**config.mk**
```make
export PLATFORM = sky130hd
export DESIGN_NAME = sram_cs_seq
export DESIGN_NICKNAME = d
export VERILOG_FILES = /design/src/rtl/sram_cs_seq_pkg.sv /design/src/rtl/sram_cs_seq_gap.sv /design/src/rtl/sram_cs_seq_phase.sv /design/src/rtl/sram_cs_seq_pins.sv /design/src/rtl/sram_cs_seq.sv
export SDC_FILE = /design/constraint.sdc
export NUM_CORES = 1
export LEC_CHECK = 0
export BUFFER_PORTS_ARGS = -buffer_cell sky130_fd_sc_hd__buf_2
export CAP_MARGIN = 10
export CORE_MARGIN = 4
export CORE_UTILIZATION = 50
export CTS_BUF_LIST = sky130_fd_sc_hd__clkbuf_8
export DETAILED_ROUTE_END_ITERATION = 10
export PLACE_DENSITY = 0.79
export SLEW_MARGIN = 20
export SYNTH_ARGS = -nofsm -noshare
export SYNTH_HDL_FRONTEND = slang
export SYNTH_HIERARCHICAL = 1
export SYNTH_SLANG_ARGS = --single-unit
```
**constraint.sdc**
```tcl
create_clock -name clk -period 4.9 [get_ports clk]
set_input_delay 0.98 -clock clk [delete_from_list [all_inputs] [get_ports clk]]
set_output_delay 0.98 -clock clk [all_outputs]
set_load 0.01 [all_outputs]
```
**src/rtl/sram_cs_seq_pkg.sv**
```systemverilog
package sram_cs_seq_pkg;

    localparam int CFG_W  = 38;
    localparam int CNT_W  = 5;
    localparam int NUM_PH = 7;

    // Phase order is the cycle sequence; IDLE sits at index 0.
    typedef enum logic [2:0] {
        PH_IDLE = 3'd0,
        PH_GAP  = 3'd1,
        PH_ASU  = 3'd2,
        PH_CSS  = 3'd3,
        PH_STB  = 3'd4,
        PH_STH  = 3'd5,
        PH_AH   = 3'd6
    } phase_e;

    // Field layout, most significant first; addr_setup occupies bits [2:0].
    typedef struct packed {
        logic [2:0] gap_rr_diff;
        logic [2:0] gap_rr_same;
        logic [2:0] gap_rw_diff;
        logic [2:0] gap_rw_same;
        logic [2:0] gap_after_wr;
        logic       bs_long;
        logic [3:0] wait_code;
        logic [2:0] wr_hold;
        logic [2:0] wr_setup;
        logic [2:0] rd_hold;
        logic [2:0] rd_setup;
        logic [2:0] addr_hold;
        logic [2:0] addr_setup;
    } timing_cfg_t;

    // Nonlinear wait-code expansion.
    function automatic logic [CNT_W-1:0] wait_cycles(input logic [3:0] code);
        logic [CNT_W-1:0] w;
        if (code < 4'd10) begin
            w = {1'b0, code};
        end else begin
            case (code)
                4'd10:   w = 5'd11;
                4'd11:   w = 5'd13;
                4'd12:   w = 5'd15;
                4'd13:   w = 5'd17;
                4'd14:   w = 5'd21;
                default: w = 5'd25;
            endcase
        end
        return w;
    endfunction

    // Length in cycles of one phase; zero means the phase is skipped.
    function automatic logic [CNT_W-1:0] phase_len(input phase_e p,
                                                   input timing_cfg_t c,
                                                   input logic wr,
                                                   input logic [2:0] gap);
        logic [CNT_W-1:0] n;
        case (p)
            PH_GAP:  n = {2'b00, gap};
            PH_ASU:  n = {2'b00, c.addr_setup};
            PH_CSS:  n = {2'b00, (wr ? c.wr_setup : c.rd_setup)};
            PH_STB:  n = wait_cycles(c.wait_code) + 5'd1;
            PH_STH:  n = {2'b00, (wr ? c.wr_hold : c.rd_hold)};
            PH_AH:   n = {2'b00, c.addr_hold};
            default: n = '0;
        endcase
        return n;
    endfunction

endpackage

```
**src/rtl/sram_cs_seq_gap.sv**
```systemverilog
module sram_cs_seq_gap #(
    parameter int AREA_W = 4
) (
    input  logic              clk,
    input  logic              rst,
    input  logic              start,
    input  logic              nxt_write,
    input  logic [AREA_W-1:0] nxt_area,
    input  logic [2:0]        gap_after_wr,
    input  logic [2:0]        gap_rw_same,
    input  logic [2:0]        gap_rw_diff,
    input  logic [2:0]        gap_rr_same,
    input  logic [2:0]        gap_rr_diff,
    output logic [2:0]        gap_o
);
    logic              have_prev_q;
    logic              prev_wr_q;
    logic [AREA_W-1:0] prev_area_q;
    logic              same_area;

    assign same_area = (prev_area_q == nxt_area);

    always_comb begin
        if (!have_prev_q) begin
            gap_o = 3'd0;
        end else if (prev_wr_q) begin
            gap_o = gap_after_wr;
        end else if (nxt_write) begin
            gap_o = same_area ? gap_rw_same : gap_rw_diff;
        end else begin
            gap_o = same_area ? gap_rr_same : gap_rr_diff;
        end
    end

    always_ff @(posedge clk) begin
        if (rst) begin
            have_prev_q <= 1'b0;
            prev_wr_q   <= 1'b0;
            prev_area_q <= '0;
        end else if (start) begin
            have_prev_q <= 1'b1;
            prev_wr_q   <= nxt_write;
            prev_area_q <= nxt_area;
        end
    end
endmodule

```
**src/rtl/sram_cs_seq_phase.sv**
```systemverilog
module sram_cs_seq_phase
    import sram_cs_seq_pkg::*;
(
    input  logic                         clk,
    input  logic                         rst,
    input  logic                         start,
    input  logic [NUM_PH-1:0][CNT_W-1:0] lens,
    output phase_e                       ph_o,
    output logic                         cap_o,
    output logic                         done_o
);
    phase_e           ph_q;
    phase_e           nxt;
    logic [CNT_W-1:0] cnt_q;
    logic             done_q;
    int               seek_from;

    // First phase at or after 'from' whose length is nonzero.
    function automatic phase_e first_live(input int from,
                                          input logic [NUM_PH-1:0][CNT_W-1:0] l);
        phase_e r;
        logic   hit;
        r   = PH_IDLE;
        hit = 1'b0;
        for (int i = 0; i < NUM_PH; i++) begin
            if (!hit && i >= from && l[i] != '0) begin
                r   = phase_e'(3'(i));
                hit = 1'b1;
            end
        end
        return r;
    endfunction

    always_comb begin
        seek_from = (ph_q == PH_IDLE) ? int'(PH_GAP) : int'(ph_q) + 1;
        nxt       = first_live(seek_from, lens);
    end

    always_ff @(posedge clk) begin
        if (rst) begin
            ph_q   <= PH_IDLE;
            cnt_q  <= '0;
            done_q <= 1'b0;
        end else begin
            done_q <= 1'b0;
            if (ph_q == PH_IDLE) begin
                if (start) begin
                    ph_q  <= nxt;
                    cnt_q <= lens[nxt] - 1'b1;
                end
            end else if (cnt_q == '0) begin
                ph_q <= nxt;
                if (nxt == PH_IDLE) begin
                    cnt_q  <= '0;
                    done_q <= 1'b1;
                end else begin
                    cnt_q <= lens[nxt] - 1'b1;
                end
            end else begin
                cnt_q <= cnt_q - 1'b1;
            end
        end
    end

    assign ph_o   = ph_q;
    assign cap_o  = (ph_q == PH_STB) && (cnt_q == '0);
    assign done_o = done_q;
endmodule

```
**src/rtl/sram_cs_seq_pins.sv**
```systemverilog
module sram_cs_seq_pins
    import sram_cs_seq_pkg::*;
#(
    parameter int ADDR_W = 24,
    parameter int DATA_W = 16
) (
    input  logic              clk,
    input  logic              rst,
    input  phase_e            ph,
    input  logic              wr,
    input  logic [ADDR_W-1:0] addr,
    input  logic [DATA_W-1:0] wdata,
    input  logic              bs_long,
    input  logic              cap,
    input  logic [DATA_W-1:0] dq_i,
    output logic [ADDR_W-1:0] mem_addr,
    output logic              mem_cs_n,
    output logic              mem_rd_n,
    output logic              mem_we_n,
    output logic              mem_bs_n,
    output logic [DATA_W-1:0] mem_dq_o,
    output logic              mem_dq_oe,
    output logic [DATA_W-1:0] rdata
);
    logic             addr_on;
    logic             cs_on;
    logic             stb_on;
    logic [1:0]       age_q;
    logic [DATA_W-1:0] rdata_q;

    always_comb begin
        addr_on = (ph == PH_ASU) || (ph == PH_CSS) || (ph == PH_STB) ||
                  (ph == PH_STH) || (ph == PH_AH);
        cs_on   = (ph == PH_CSS) || (ph == PH_STB) || (ph == PH_STH);
        stb_on  = (ph == PH_STB);
    end

    assign mem_addr  = addr_on ? addr : '0;
    assign mem_cs_n  = !cs_on;
    assign mem_rd_n  = !(stb_on && !wr);
    assign mem_we_n  = !(stb_on && wr);
    assign mem_dq_oe = cs_on && wr;
    assign mem_dq_o  = mem_dq_oe ? wdata : '0;
    assign mem_bs_n  = !(cs_on && ((age_q == 2'd0) || (age_q == 2'd1 && bs_long)));
    assign rdata     = rdata_q;

    // Counts chip-select-low cycles, saturating.
    always_ff @(posedge clk) begin
        if (rst || !cs_on) begin
            age_q <= 2'd0;
        end else if (age_q != 2'd3) begin
            age_q <= age_q + 2'd1;
        end
    end

    always_ff @(posedge clk) begin
        if (rst) begin
            rdata_q <= '0;
        end else if (cap && !wr) begin
            rdata_q <= dq_i;
        end
    end
endmodule

```
**src/rtl/sram_cs_seq.sv**
```systemverilog
module sram_cs_seq
    import sram_cs_seq_pkg::*;
#(
    parameter int ADDR_W   = 24,
    parameter int DATA_W   = 16,
    parameter int AREA_LSB = 20
) (
    input  logic              clk,
    input  logic              rst,
    input  logic [CFG_W-1:0]  cfg_word,
    input  logic              req_valid,
    input  logic              req_write,
    input  logic [ADDR_W-1:0] req_addr,
    input  logic [DATA_W-1:0] req_wdata,
    output logic              req_ready,
    output logic              rsp_done,
    output logic [DATA_W-1:0] rsp_rdata,
    output logic [ADDR_W-1:0] mem_addr,
    output logic              mem_cs_n,
    output logic              mem_rd_n,
    output logic              mem_we_n,
    output logic              mem_bs_n,
    output logic [DATA_W-1:0] mem_dq_o,
    output logic              mem_dq_oe,
    input  logic [DATA_W-1:0] mem_dq_i
);
    localparam int AREA_W = ADDR_W - AREA_LSB;

    phase_e                       ph;
    logic                         start;
    logic                         cap;
    timing_cfg_t                  cfg_q;
    timing_cfg_t                  cfg_eff;
    logic                         wr_q;
    logic                         wr_eff;
    logic [ADDR_W-1:0]            addr_q;
    logic [DATA_W-1:0]            wdata_q;
    logic [2:0]                   gap_cnt;
    logic [NUM_PH-1:0][CNT_W-1:0] lens;

    assign req_ready = (ph == PH_IDLE);
    assign start     = req_valid && req_ready;
    assign cfg_eff   = start ? timing_cfg_t'(cfg_word) : cfg_q;
    assign wr_eff    = start ? req_write : wr_q;

    always_ff @(posedge clk) begin
        if (rst) begin
            cfg_q   <= '0;
            wr_q    <= 1'b0;
            addr_q  <= '0;
            wdata_q <= '0;
        end else if (start) begin
            cfg_q   <= timing_cfg_t'(cfg_word);
            wr_q    <= req_write;
            addr_q  <= req_addr;
            wdata_q <= req_wdata;
        end
    end

    generate
        for (genvar g = 0; g < NUM_PH; g++) begin : g_len
            assign lens[g] = phase_len(phase_e'(3'(g)), cfg_eff, wr_eff, gap_cnt);
        end
    endgenerate

    sram_cs_seq_gap #(
        .AREA_W(AREA_W)
    ) u_gap (
        .clk          (clk),
        .rst          (rst),
        .start        (start),
        .nxt_write    (req_write),
        .nxt_area     (req_addr[ADDR_W-1:AREA_LSB]),
        .gap_after_wr (cfg_eff.gap_after_wr),
        .gap_rw_same  (cfg_eff.gap_rw_same),
        .gap_rw_diff  (cfg_eff.gap_rw_diff),
        .gap_rr_same  (cfg_eff.gap_rr_same),
        .gap_rr_diff  (cfg_eff.gap_rr_diff),
        .gap_o        (gap_cnt)
    );

    sram_cs_seq_phase u_phase (
        .clk    (clk),
        .rst    (rst),
        .start  (start),
        .lens   (lens),
        .ph_o   (ph),
        .cap_o  (cap),
        .done_o (rsp_done)
    );

    sram_cs_seq_pins #(
        .ADDR_W(ADDR_W),
        .DATA_W(DATA_W)
    ) u_pins (
        .clk       (clk),
        .rst       (rst),
        .ph        (ph),
        .wr        (wr_q),
        .addr      (addr_q),
        .wdata     (wdata_q),
        .bs_long   (cfg_q.bs_long),
        .cap       (cap),
        .dq_i      (mem_dq_i),
        .mem_addr  (mem_addr),
        .mem_cs_n  (mem_cs_n),
        .mem_rd_n  (mem_rd_n),
        .mem_we_n  (mem_we_n),
        .mem_bs_n  (mem_bs_n),
        .mem_dq_o  (mem_dq_o),
        .mem_dq_oe (mem_dq_oe),
        .rdata     (rsp_rdata)
    );
endmodule

```
==> flow_summary_export.csv, run 1 <==
group,metric,value,unit
clock_network,ctsHoldBuffers,0,
finish,nNetsFinal,1033,
drt,wirelength,15.2,mm
worst_setup_path,cp-start-kind,"primary input",
drt,route.detailed.drc,0,
grt,grt_max_degree,71,
drt,first_iter_violations,322,
synth,synth_seq_area_share,37.2,%
worst_setup_path,crit_path_end_kind,"flop",
grt,grt_overflow,0,
clock_network,cts_inserted_buffers,9,
worst_setup_path,cp_slowest_cell,"or4_1",
synth,synth_top_cell_area_share,37.2,%
worst_setup_path,crit_type,"in2reg",
power,ir_drop,0.312,mV
grt,first_global_vias,5237,
clock_network,cts_buffer_depth,2,
sta,fmax,0.212,GHz
worst_setup_path,critPathTopFamily,"compound AO/OA/AOI/OAI gates",
synth,synth_flop_cell,"dfxtp_1",
placed_design,placed_area,7250,µm²
sta,hold_violations,0,
sta,slew_headroom,32.3,%
power,power.leakage,3.44,nW
placed_design,io_buffers,160,
worst_setup_path,crit_top_cell,"a2111oi_0",
sta,worst-slew-pin-transition,1.01,ns
worst_setup_path,r2r_slack,0.28,ns
sta,skew,0.00723,ns
worst_setup_path,path_buf_inv,3,
finish,finalInstanceArea,7460,µm²
grt,grt_use_total,21.5,%
synth,yosys-top-cells-count,"nand2_1, dfxtp_1, a21oi_1",
synth,synthesis.area,6020,µm²
drt,routedWlPerCell,14.2,µm
clock_network,path_clk_slew,0.11,ns
grt,antenna_found_initial,1,
synth,synth-edff-count,0,
synth,synth_area_leaders,"dfxtp_1, nand2_1, a21oi_1",
synth,synth_warnings,6,
drt,dr.pass1.iters,4,
finish,drive_gt1_share,31.4,%
drt,vias,5571,
clock_network,cts_tree,"yes",
floorplanning,die_area,13900,µm²
sta,finalCriticalPeriod,4.72,ns
finish,area_growth_syn_to_layout,23.9,%
power,power_density,463,nW/µm²
grt,grt_pass1_wl,25.0,mm
floorplanning,start_util,51.8,%
clock_network,h-tree-depth,3,
floorplanning,ios,161,
synth,yosysMostFrequentCell,"nand2_1",
placed_design,dp_hpwl,11.2,mm
sta,timing.hold.ws,0.456,ns
placed_design,dp.cells,1055,
synth,ys_ff_latch,112,
synth,syn_inst,713,
sta,fin_ws,0.182,ns
clock_network,clk_latency,0.40,ns
drt,viasPerCell,5.19,
sta,timing.final.crit_share,96.3,%
placed_design,gp_congestion,0.950,
sta,setup_viol,0,
finish,regArea,2240,µm²
finish,n_fill_cell,1066,
outcome,status,"complete, no violations",
sta,rsz0062_at_grt,"no",
hold_path,hp-class,"reg2reg",
worst_setup_path,crit_path_cell_trace,"buf_2 -> nand2_4 -> clkinv_8 -> mux2_4 -> nor2b_1 -> a2111oi_0 -> a311oi_1 -> or4_1 -> o21ai_2 -> nand4_2 -> a221o_1 -> nand2_2 -> buf_4 -> a2111oi_0 -> o32a_1 -> ha_1 -> nand3b_1 -> o211ai_1 -> o21ai_0 -> nor2_1",
synth,yosysTopAreaCell,"dfxtp_1",
synth,ys_types,84,
floorplanning,die_w,118,µm
finish,instances_no_fill,1073,
run,cap_violations,0,
synth,syn_avg_cell_area,8.44,µm²
placed_design,post-place-ws,-0.220,ns
drt,ant_nets,0,
floorplanning,design.core.area,11600,µm²
finish,utilization,64.2,%
floorplanning,die_y,118,µm
worst_setup_path,critPathRequiredTime,5.23,ns
worst_setup_path,max_stage_delay,0.54,ns
finish,multi_input_area,3580,µm²
floorplanning,fp-row-count,39,
synth,synthArstFlopShare,0,%
worst_setup_path,cp_max_fo,11,
sta,final_max_slew_viol_count,0,
worst_setup_path,worstPathArrival,5.05,ns
clock_network,cts_sinks,112,
clock_network,clockRootBuffer,"clkbuf_8",
kinds of logic after synthesis:
family | count (synthesis) | share of synthesized area, %
other | 1 | 0.0623
and+or+nand+nor | 311 | 25.8
AOI/OAI and AO/OA | 158 | 16.7
adders and majority gates | 11 | 2.29
DFF | 112 | 37.2
xor gates and xnor gates | 10 | 1.45
buffers and inverters | 58 | 5.59
muxes | 52 | 10.8
worst min-delay path: cells and delay by family (launching register included):
kind,cells,cell delay [ns]
AOI/OAI and AO/OA,1,0.05
DFF,1,0.32
and+or+nand+nor,1,0.05
flip-flops by register name, summed over array words and instances (netlist names):
signal and count:
u_gap/prev_area_q 4, u_pins/rdata 16, u_phase/done_o 1, u_pins/age_q 2
addr_q 24, cfg_q 38, u_phase/cnt_q 5, u_gap/prev_wr_q 1
u_phase/ph_o 3, wdata_q 16, u_gap/have_prev_q 1, wr_q 1
per-stage QoR:
step / TNS (ns) / power, mW
floorplan: 0 / 2.43
global placement: -0.124 / 2.88
detailed placement: -0.610 / 2.91
CTS: 0 / 3.46
global route: 0 / 3.71
finish: 0 / 3.46
area by class of cell:
class                   count  area share, %
inverters                  13          0.822
multi-input cells         574           48.0
clock inverters             6          0.654
clock buffers              10           1.84
diodes                      1         0.0335
flip-flops and latches    112           30.1
well taps                 143           2.40
repair buffers            214           16.2
metal layers:
layer	global-route usage (%)	wire length, µm	vias to the layer above
met5	0	0	-
met4	7.62	290	0
met3	5.29	806	26
met2	35.5	7400	152
met1	27.2	6750	2553
li1	-	-	2840
final timing paths:
kind,from,end,depth (start not counted)
max,req_valid,u_phase/cnt_q[1]$_SDFFE_PP0P_,20
min,addr_q[23]$_SDFFE_PP0N_,addr_q[23]$_SDFFE_PP0N_,2
max reg2reg,u_phase/ph_o[1]$_SDFFE_PP0P_,u_phase/cnt_q[1]$_SDFFE_PP0P_,20
min reg2reg,addr_q[23]$_SDFFE_PP0N_,addr_q[23]$_SDFFE_PP0N_,2
report_power, final:
part / switching (mW) / internal, mW
Sequential: 0.0881 / 1.07
Combinational: 0.920 / 0.843
Clock: 0.333 / 0.205
timing repair:
action                                  in CTS  in global routing
setup buffers                                0                  1
endpoints found under the setup margin       0                  3
gates resized for setup                      0                  4
layout by cell type (no fill, tap or decap), drive strengths merged, types with 2 or more instances in the layout:
master | Yosys | layout
mux4 | 2 | 2
inv | 12 | 15
a221oi | 2 | 2
a2111oi | 5 | 5
dfxtp | 112 | 112
a211oi | 12 | 12
xnor2 | 4 | 4
clkinvlp | 0 | 2
clkbuf | 18 | 10
or4 | 5 | 5
and4b | 2 | 2
nand2b | 9 | 9
conb | 1 | 32
clkinv | 1 | 2
mux2 | 22 | 22
nand3 | 7 | 7
nor3 | 11 | 11
a311oi | 5 | 5
and3 | 19 | 19
nor2b | 50 | 50
o22ai | 4 | 4
xor2 | 6 | 6
ha | 11 | 11
mux2i | 28 | 28
o21ai | 18 | 18
nand2 | 160 | 160
a21oi | 90 | 90
or3 | 2 | 2
buf | 27 | 214
o211ai | 2 | 2
nor2 | 26 | 26
and2b | 10 | 10
and2 | 3 | 3
a21boi | 2 | 2
or2 | 2 | 2
nand3b | 2 | 2
Power figures use the tool's default switching activity.
==> inputs of run 2 (changes only) <==
- CORE_MARGIN: 4 -> 2
==> run 2 against run 1 <==
Net effect: critical path depth is the same; sequential power is essentially flat; total power shrank 1.3%; design area shrank 1.7%; flip-flop and latch count is the same; register-to-register slack gained 0.11 ns; clock skew grew 0.0053 ns; critical path type unchanged; largest power group unchanged.
==> flow_summary_export.csv, run 2 (same netlist as run 1, synthesis figures left out) <==
group,metric,value,unit
outcome,status,"complete, no violations",
floorplanning,die_area,12900,µm²
sta,slew_headroom,31.0,%
worst_setup_path,path_buf_inv,2,
worst_setup_path,crit_path_cell_trace,"buf_2 -> nand2_4 -> clkinv_8 -> mux2_4 -> nor2b_1 -> a2111oi_0 -> a311oi_1 -> or4_1 -> o21ai_2 -> nand4_2 -> a221o_1 -> nand2_2 -> mux2i_1 -> a32o_1 -> or2_2 -> ha_1 -> nand3b_1 -> o211ai_1 -> o21ai_0 -> nor2_1",
worst_setup_path,critPathRequiredTime,5.22,ns
worst_setup_path,crit_path_end_kind,"flop",
placed_design,io_buffers,160,
finish,regArea,2240,µm²
power,power,3.41,mW
worst_setup_path,reg2reg_depth,20,
drt,first_iter_violations,310,
power,ir_drop,0.238,mV
finish,multi_input_area,3570,µm²
hold_path,min_path_cells,2,
drt,dr.pass1.iters,4,
grt,antenna_found_initial,0,
clock_network,cts_sinks,112,
drt,route.detailed.drc,0,
clock_network,clk_latency,0.39,ns
floorplanning,design.core.area,11900,µm²
clock_network,ctsHoldBuffers,0,
drt,viasPerCell,5.14,
clock_network,cts_buffer_depth,2,
sta,timing.hold.ws,0.454,ns
placed_design,gp_congestion,0.917,
sta,worst-slew-pin-transition,1.03,ns
sta,hold_violations,0,
grt,grt_use_total,22.2,%
finish,utilization,61.8,%
worst_setup_path,cp-start-kind,"primary input",
run,cap_violations,0,
finish,regMostFlops,"cfg_q",
floorplanning,fp-row-count,40,
hold_path,hp-start,"addr_q[7]$_SDFFE_PP0N_",
finish,reg_top3,"cfg_q x38, addr_q x24",
floorplanning,die_y,114,µm
floorplanning,ios,161,
drt,ant_nets,0,
finish,nNetsFinal,1017,
sta,fmax,0.216,GHz
worst_setup_path,max_stage_delay,0.51,ns
clock_network,h-tree-depth,3,
sta,timing.final.crit_share,94.3,%
worst_setup_path,worstReg2RegStart,"u_phase/ph_o[1]$_SDFFE_PP0P_",
sta,rsz0062_at_grt,"no",
worst_setup_path,r2r-end,"u_phase/cnt_q[1]$_SDFFE_PP0P_",
clock_network,post_cts_buffers,0,
grt,grt_overflow,0,
grt,first_global_vias,4907,
finish,n_antenna_cell,0,
finish,layout_common_cells,"buf_2, nand2_1, dfxtp_1",
drt,routedWlPerCell,13.6,µm
worst_setup_path,r2r_slack,0.39,ns
sta,setup_viol,0,
worst_setup_path,crit_type,"in2reg",
clock_network,cts_tree,"yes",
worst_setup_path,worstPathArrival,4.94,ns
clock_network,clockRootBuffer,"clkbuf_8",
worst_setup_path,cp_max_fo,10,
worst_setup_path,critPathTopFamily,"simple AND/OR/NAND/NOR gates",
finish,largest_reg_flops,38,
power,power.leakage,3.37,nW
floorplanning,die_w,114,µm
finish,area_growth_syn_to_layout,21.8,%
worst_setup_path,crit_path_start,"req_valid",
sta,finalCriticalPeriod,4.62,ns
clock_network,cts_inserted_buffers,9,
clock_network,path_clk_slew,0.10,ns
drt,vias,5446,
placed_design,dp_hpwl,10.4,mm
finish,drive_gt1_share,29.8,%
drt,wirelength,14.4,mm
hold_path,hp-class,"reg2reg",
power,power_density,465,nW/µm²
worst_setup_path,cp_slowest_cell,"or4_1",
hold_path,min_to,"addr_q[7]$_SDFFE_PP0N_",
sta,skew,0.0125,ns
grt,grt_max_degree,80,
placed_design,dp.cells,1044,
finish,instances_no_fill,1060,
grt,grt_pass1_wl,23.2,mm
finish,layout_commonest_cell,"buf_2",
finish,n_fill_cell,1074,
sta,final_max_slew_viol_count,0,
floorplanning,start_util,50.8,%
[run 2: timing repair]
item,in CTS,in global routing
gates resized for setup,0,1
setup endpoints to repair,0,1
hold endpoints to repair,0,0
[run 2: report_power, final]
part	leakage, nW	internal [mW]	switching, mW	total (mW)
Combinational	2.35	0.792	0.912	1.70
Sequential	0.917	1.07	0.0871	1.15
Clock	0.106	0.233	0.319	0.552
Total	3.37	2.09	1.32	3.41
[run 2: cell type report]
type / count / share of cell area, %
tap: 147 / 2.51
multi-input combinational: 574 / 48.7
sequential: 112 / 30.6
clock buffer: 9 / 1.69
timing repair buffer: 198 / 14.8
inverter: 13 / 0.836
clock inverter: 7 / 0.887
[run 2: worst max path at each step]
stage,end,slack (ns),depth (start not counted)
final,u_phase/cnt_q[1]$_SDFFE_PP0P_,0.28,20
after global routing,u_phase/cnt_q[1]$_SDFFE_PP0P_,0.03,20
after CTS,u_phase/cnt_q[1]$_SDFFE_PP0P_,0.27,20
after detailed placement,u_phase/cnt_q[1]$_SDFFE_PP0P_,-0.14,20
after global placement,u_phase/cnt_q[1]$_SDFFE_PP0P_,-0.06,20
after floorplan,u_phase/cnt_q[1]$_SDFFE_PP0P_,0.32,17
[run 2: stage by stage]
stage                     setup slack, ns  setup TNS [ns]  instance area (µm²)
after floorplan                     0.322               0                 6150
after global placement            -0.0560         -0.0560                 7140
after detailed placement           -0.139          -0.268                 7140
after CTS                           0.266               0                 7330
after global routing               0.0286               0                 7330
final                               0.281               0                 7330
[run 2: tightest hold or removal path, delay by kind of cell (launching register included)]
kind            cells  cell delay (ns)
simple gates        1             0.05
flops               1             0.32
compound gates      1             0.05
[run 2: per-layer routing]
layer,part of all wire [%],up-vias,routed length (µm),track usage [%]
met5,0,-,0,0
met4,1.6,0,231,6.75
li1,-,2795,-,-
met3,6.8,15,984,6.85
met2,46,153,6660,35.0
met1,45,2483,6530,29.2
==> inputs of run 3 (changes only) <==
--- a/config.mk
+++ b/config.mk
@@ -6,4 +6,5 @@
 export NUM_CORES = 1
 export LEC_CHECK = 0
+export ABC_AREA = 1
 export BUFFER_PORTS_ARGS = -buffer_cell sky130_fd_sc_hd__buf_2
 export CAP_MARGIN = 10
==> constraint.sdc (replaced) <==
create_clock -name clk -period 4.9 [get_ports clk]
set_input_delay 0.245 -clock clk [delete_from_list [all_inputs] [get_ports clk]]
set_output_delay 0.245 -clock clk [all_outputs]
set_load 0.01 [all_outputs]
==> run 3 against run 2 <==
Net effect: clock skew shrank 0.0034 ns; total power grew 26%; critical path depth increased by 7; via count increased by 15%; critical path type is now reg2reg; largest power group unchanged.
==> flow_summary_export.csv, run 3 <==
group,metric,value,unit
outcome,status,"complete, no violations",
finish,nNetsFinal,1236,
hold_path,min_path_cells,3,
synth,yosysTopAreaCell,"dfxtp_1",
finish,drive_gt1_share,24.7,%
synth,yosysMostFrequentCell,"nand2_1",
worst_setup_path,r2r-end,"u_phase/cnt_q[4]$_SDFFE_PP0P_",
finish,layout_commonest_cell,"nand2_1",
synth,synth_warnings,6,
sta,tns,0,ns
floorplanning,die_area,13900,µm²
drt,route.detailed.drc,0,
drt,routedWlPerCell,11.9,µm
sta,fmax,0.230,GHz
synth,ys_ff_latch,112,
worst_setup_path,cp-start-kind,"flop",
worst_setup_path,critPathTopFamily,"simple AND/OR/NAND/NOR gates",
clock_network,cts_sinks,112,
sta,worst-slew-pin-transition,1.07,ns
worst_setup_path,crit_path_end_kind,"flop",
drt,wirelength,15.5,mm
grt,grt_use_total,22.1,%
synth,synth_top_cell_area_share,34.6,%
placed_design,dp_hpwl,11.3,mm
worst_setup_path,path_buf_inv,4,
finish,finalInstanceArea,7590,µm²
drt,dr.pass1.iters,5,
synth,synth_area_leaders,"dfxtp_1, nand2_1, inv_1",
drt,ant_nets,0,
sta,setup_viol,0,
grt,grt_max_degree,93,
worst_setup_path,worstReg2RegStart,"u_phase/ph_o[1]$_SDFFE_PP0P_",
power,power_density,565,nW/µm²
placed_design,post-place-ws,0.475,ns
synth,synth_seq_area_share,34.6,%
clock_network,path_clk_slew,0.10,ns
worst_setup_path,reg2reg_depth,27,
worst_setup_path,worstPathArrival,4.58,ns
sta,timing.hold.ws,0.0911,ns
run,cap_violations,0,
placed_design,dp.cells,1288,
drt,first_iter_violations,452,
sta,finalCriticalPeriod,4.35,ns
finish,area_growth_syn_to_layout,17.1,%
drt,viasPerCell,4.78,
power,ir_drop,0.262,mV
placed_design,io_buffers,160,
finish,utilization,60.1,%
clock_network,clockRootBuffer,"clkbuf_8",
worst_setup_path,critPathRequiredTime,5.13,ns
grt,antenna_found_initial,1,
worst_setup_path,r2r_slack,0.55,ns
worst_setup_path,max_stage_delay,0.50,ns
finish,instances_no_fill,1304,
synth,synthArstFlopShare,0,%
finish,reg_top3,"cfg_q x38, addr_q x24",
synth,synth_flop_cell,"dfxtp_1",
hold_path,hp-start,"req_addr[11]",
grt,grt_overflow,0,
hold_path,min_to,"addr_q[11]$_SDFFE_PP0N_",
sta,rsz0062_at_grt,"no",
synth,ys_types,47,
floorplanning,ios,161,
synth,synth-edff-count,0,
hold_path,hp-class,"in2reg",
clock_network,cts_tree,"yes",
sta,slew_headroom,28.4,%
drt,wl_met2,6.85,mm
drt,met3_length,970,µm
synth,syn_avg_cell_area,6.74,µm²
floorplanning,fp-row-count,41,
finish,largest_reg_flops,38,
finish,layout_common_cells,"nand2_1, buf_2, inv_1",
drt,top_layer,"met4",
power,power,4.29,mW
worst_setup_path,cp_slowest_cell,"dfxtp_2",
sta,timing.final.crit_share,88.8,%
synth,syn_inst,961,
placed_design,gp_congestion,0.947,
worst_setup_path,cp_max_fo,36,
clock_network,cts_buffer_depth,2,
clock_network,h-tree-depth,3,
sta,skew,0.00914,ns
clock_network,ctsHoldBuffers,0,
power,power.leakage,3.75,nW
sta,final_max_slew_viol_count,0,
synth,yosys-top-cells-count,"nand2_1, inv_1, dfxtp_1",
worst_setup_path,crit_type,"reg2reg",
floorplanning,die_y,118,µm
clock_network,cts_inserted_buffers,9,
floorplanning,die_w,118,µm
grt,first_global_vias,5432,
worst_setup_path,crit_path_start,"u_phase/ph_o[1]$_SDFFE_PP0P_",
synth,synthesis.area,6480,µm²
finish,regMostFlops,"cfg_q",
drt,vias,6238,
clock_network,clk_latency,0.39,ns
placed_design,placed_area,7400,µm²
drt,wl_met1,7.32,mm
sta,hold_violations,0,
sta,fin_ws,0.549,ns
grt,grt_pass1_wl,25.5,mm
floorplanning,design.core.area,12600,µm²
worst_setup_path,crit_top_cell,"nand2_1",
floorplanning,start_util,51.3,%
[run 3: tightest hold or removal path, delay by kind of cell]
kind                   cells  cell delay [ns]
and+or+nand+nor            1             0.05
buffers and inverters      1             0.09
AOI/OAI and AO/OA          1             0.05
[run 3: cells by family after synthesis]
kind of cell	Yosys count	synth area share, %
AND/OR/NAND/NOR	466	33.0
buffers and inverters	204	13.8
AO/OA/AOI/OAI	156	14.7
flip-flops	112	34.6
adder cells (fa/ha/maj)	11	2.12
multiplexers	7	1.14
XOR/XNOR	4	0.541
other	1	0.0579
[run 3: what timing repair did]
item / in CTS / in global routing
endpoints found under the setup margin: 0 / 3
resized for setup: 0 / 4
buffers inserted: 0 / 0
hold endpoints to repair: 0 / 0
[run 3: power by group]
part | leakage [nW] | switching (mW) | internal, mW | total, mW
Combinational | 2.74 | 1.62 | 0.895 | 2.52
Clock | 0.0967 | 0.311 | 0.232 | 0.543
Sequential | 0.919 | 0.111 | 1.11 | 1.22
Total | 3.75 | 2.05 | 2.24 | 4.29
[run 3: how the worst max path moves through the flow]
stage | end | slack, ns | depth (start not counted)
3_3_place_gp | u_phase/cnt_q[1]$_SDFFE_PP0P_ | 0.54 | 26
4_1_cts | u_phase/cnt_q[1]$_SDFFE_PP0P_ | 0.39 | 28
2_1_floorplan | u_phase/cnt_q[1]$_SDFFE_PP0P_ | 1.40 | 28
5_1_grt | u_phase/cnt_q[1]$_SDFFE_PP0P_ | 0.08 | 27
6_report | u_phase/cnt_q[4]$_SDFFE_PP0P_ | 0.55 | 27
3_5_place_dp | u_phase/cnt_q[4]$_SDFFE_PP0P_ | 0.48 | 27
[run 3: final cells by class]
class / instances / area [µm²]
antenna: 1 / 2.50
fill: 1227 / 5030
sequential: 112 / 2250
timing repair buffer: 171 / 886
tap: 172 / 215
clock inverter: 6 / 60.1
inverter: 164 / 621
multi-input combinational: 669 / 3430
clock buffer: 9 / 124
[run 3: metal layers]
layer,vias up,GRT usage (%)
met5,-,0
met1,2716,30.3
li1,3311,-
met2,187,34.6
met4,0,7.61
met3,24,4.60
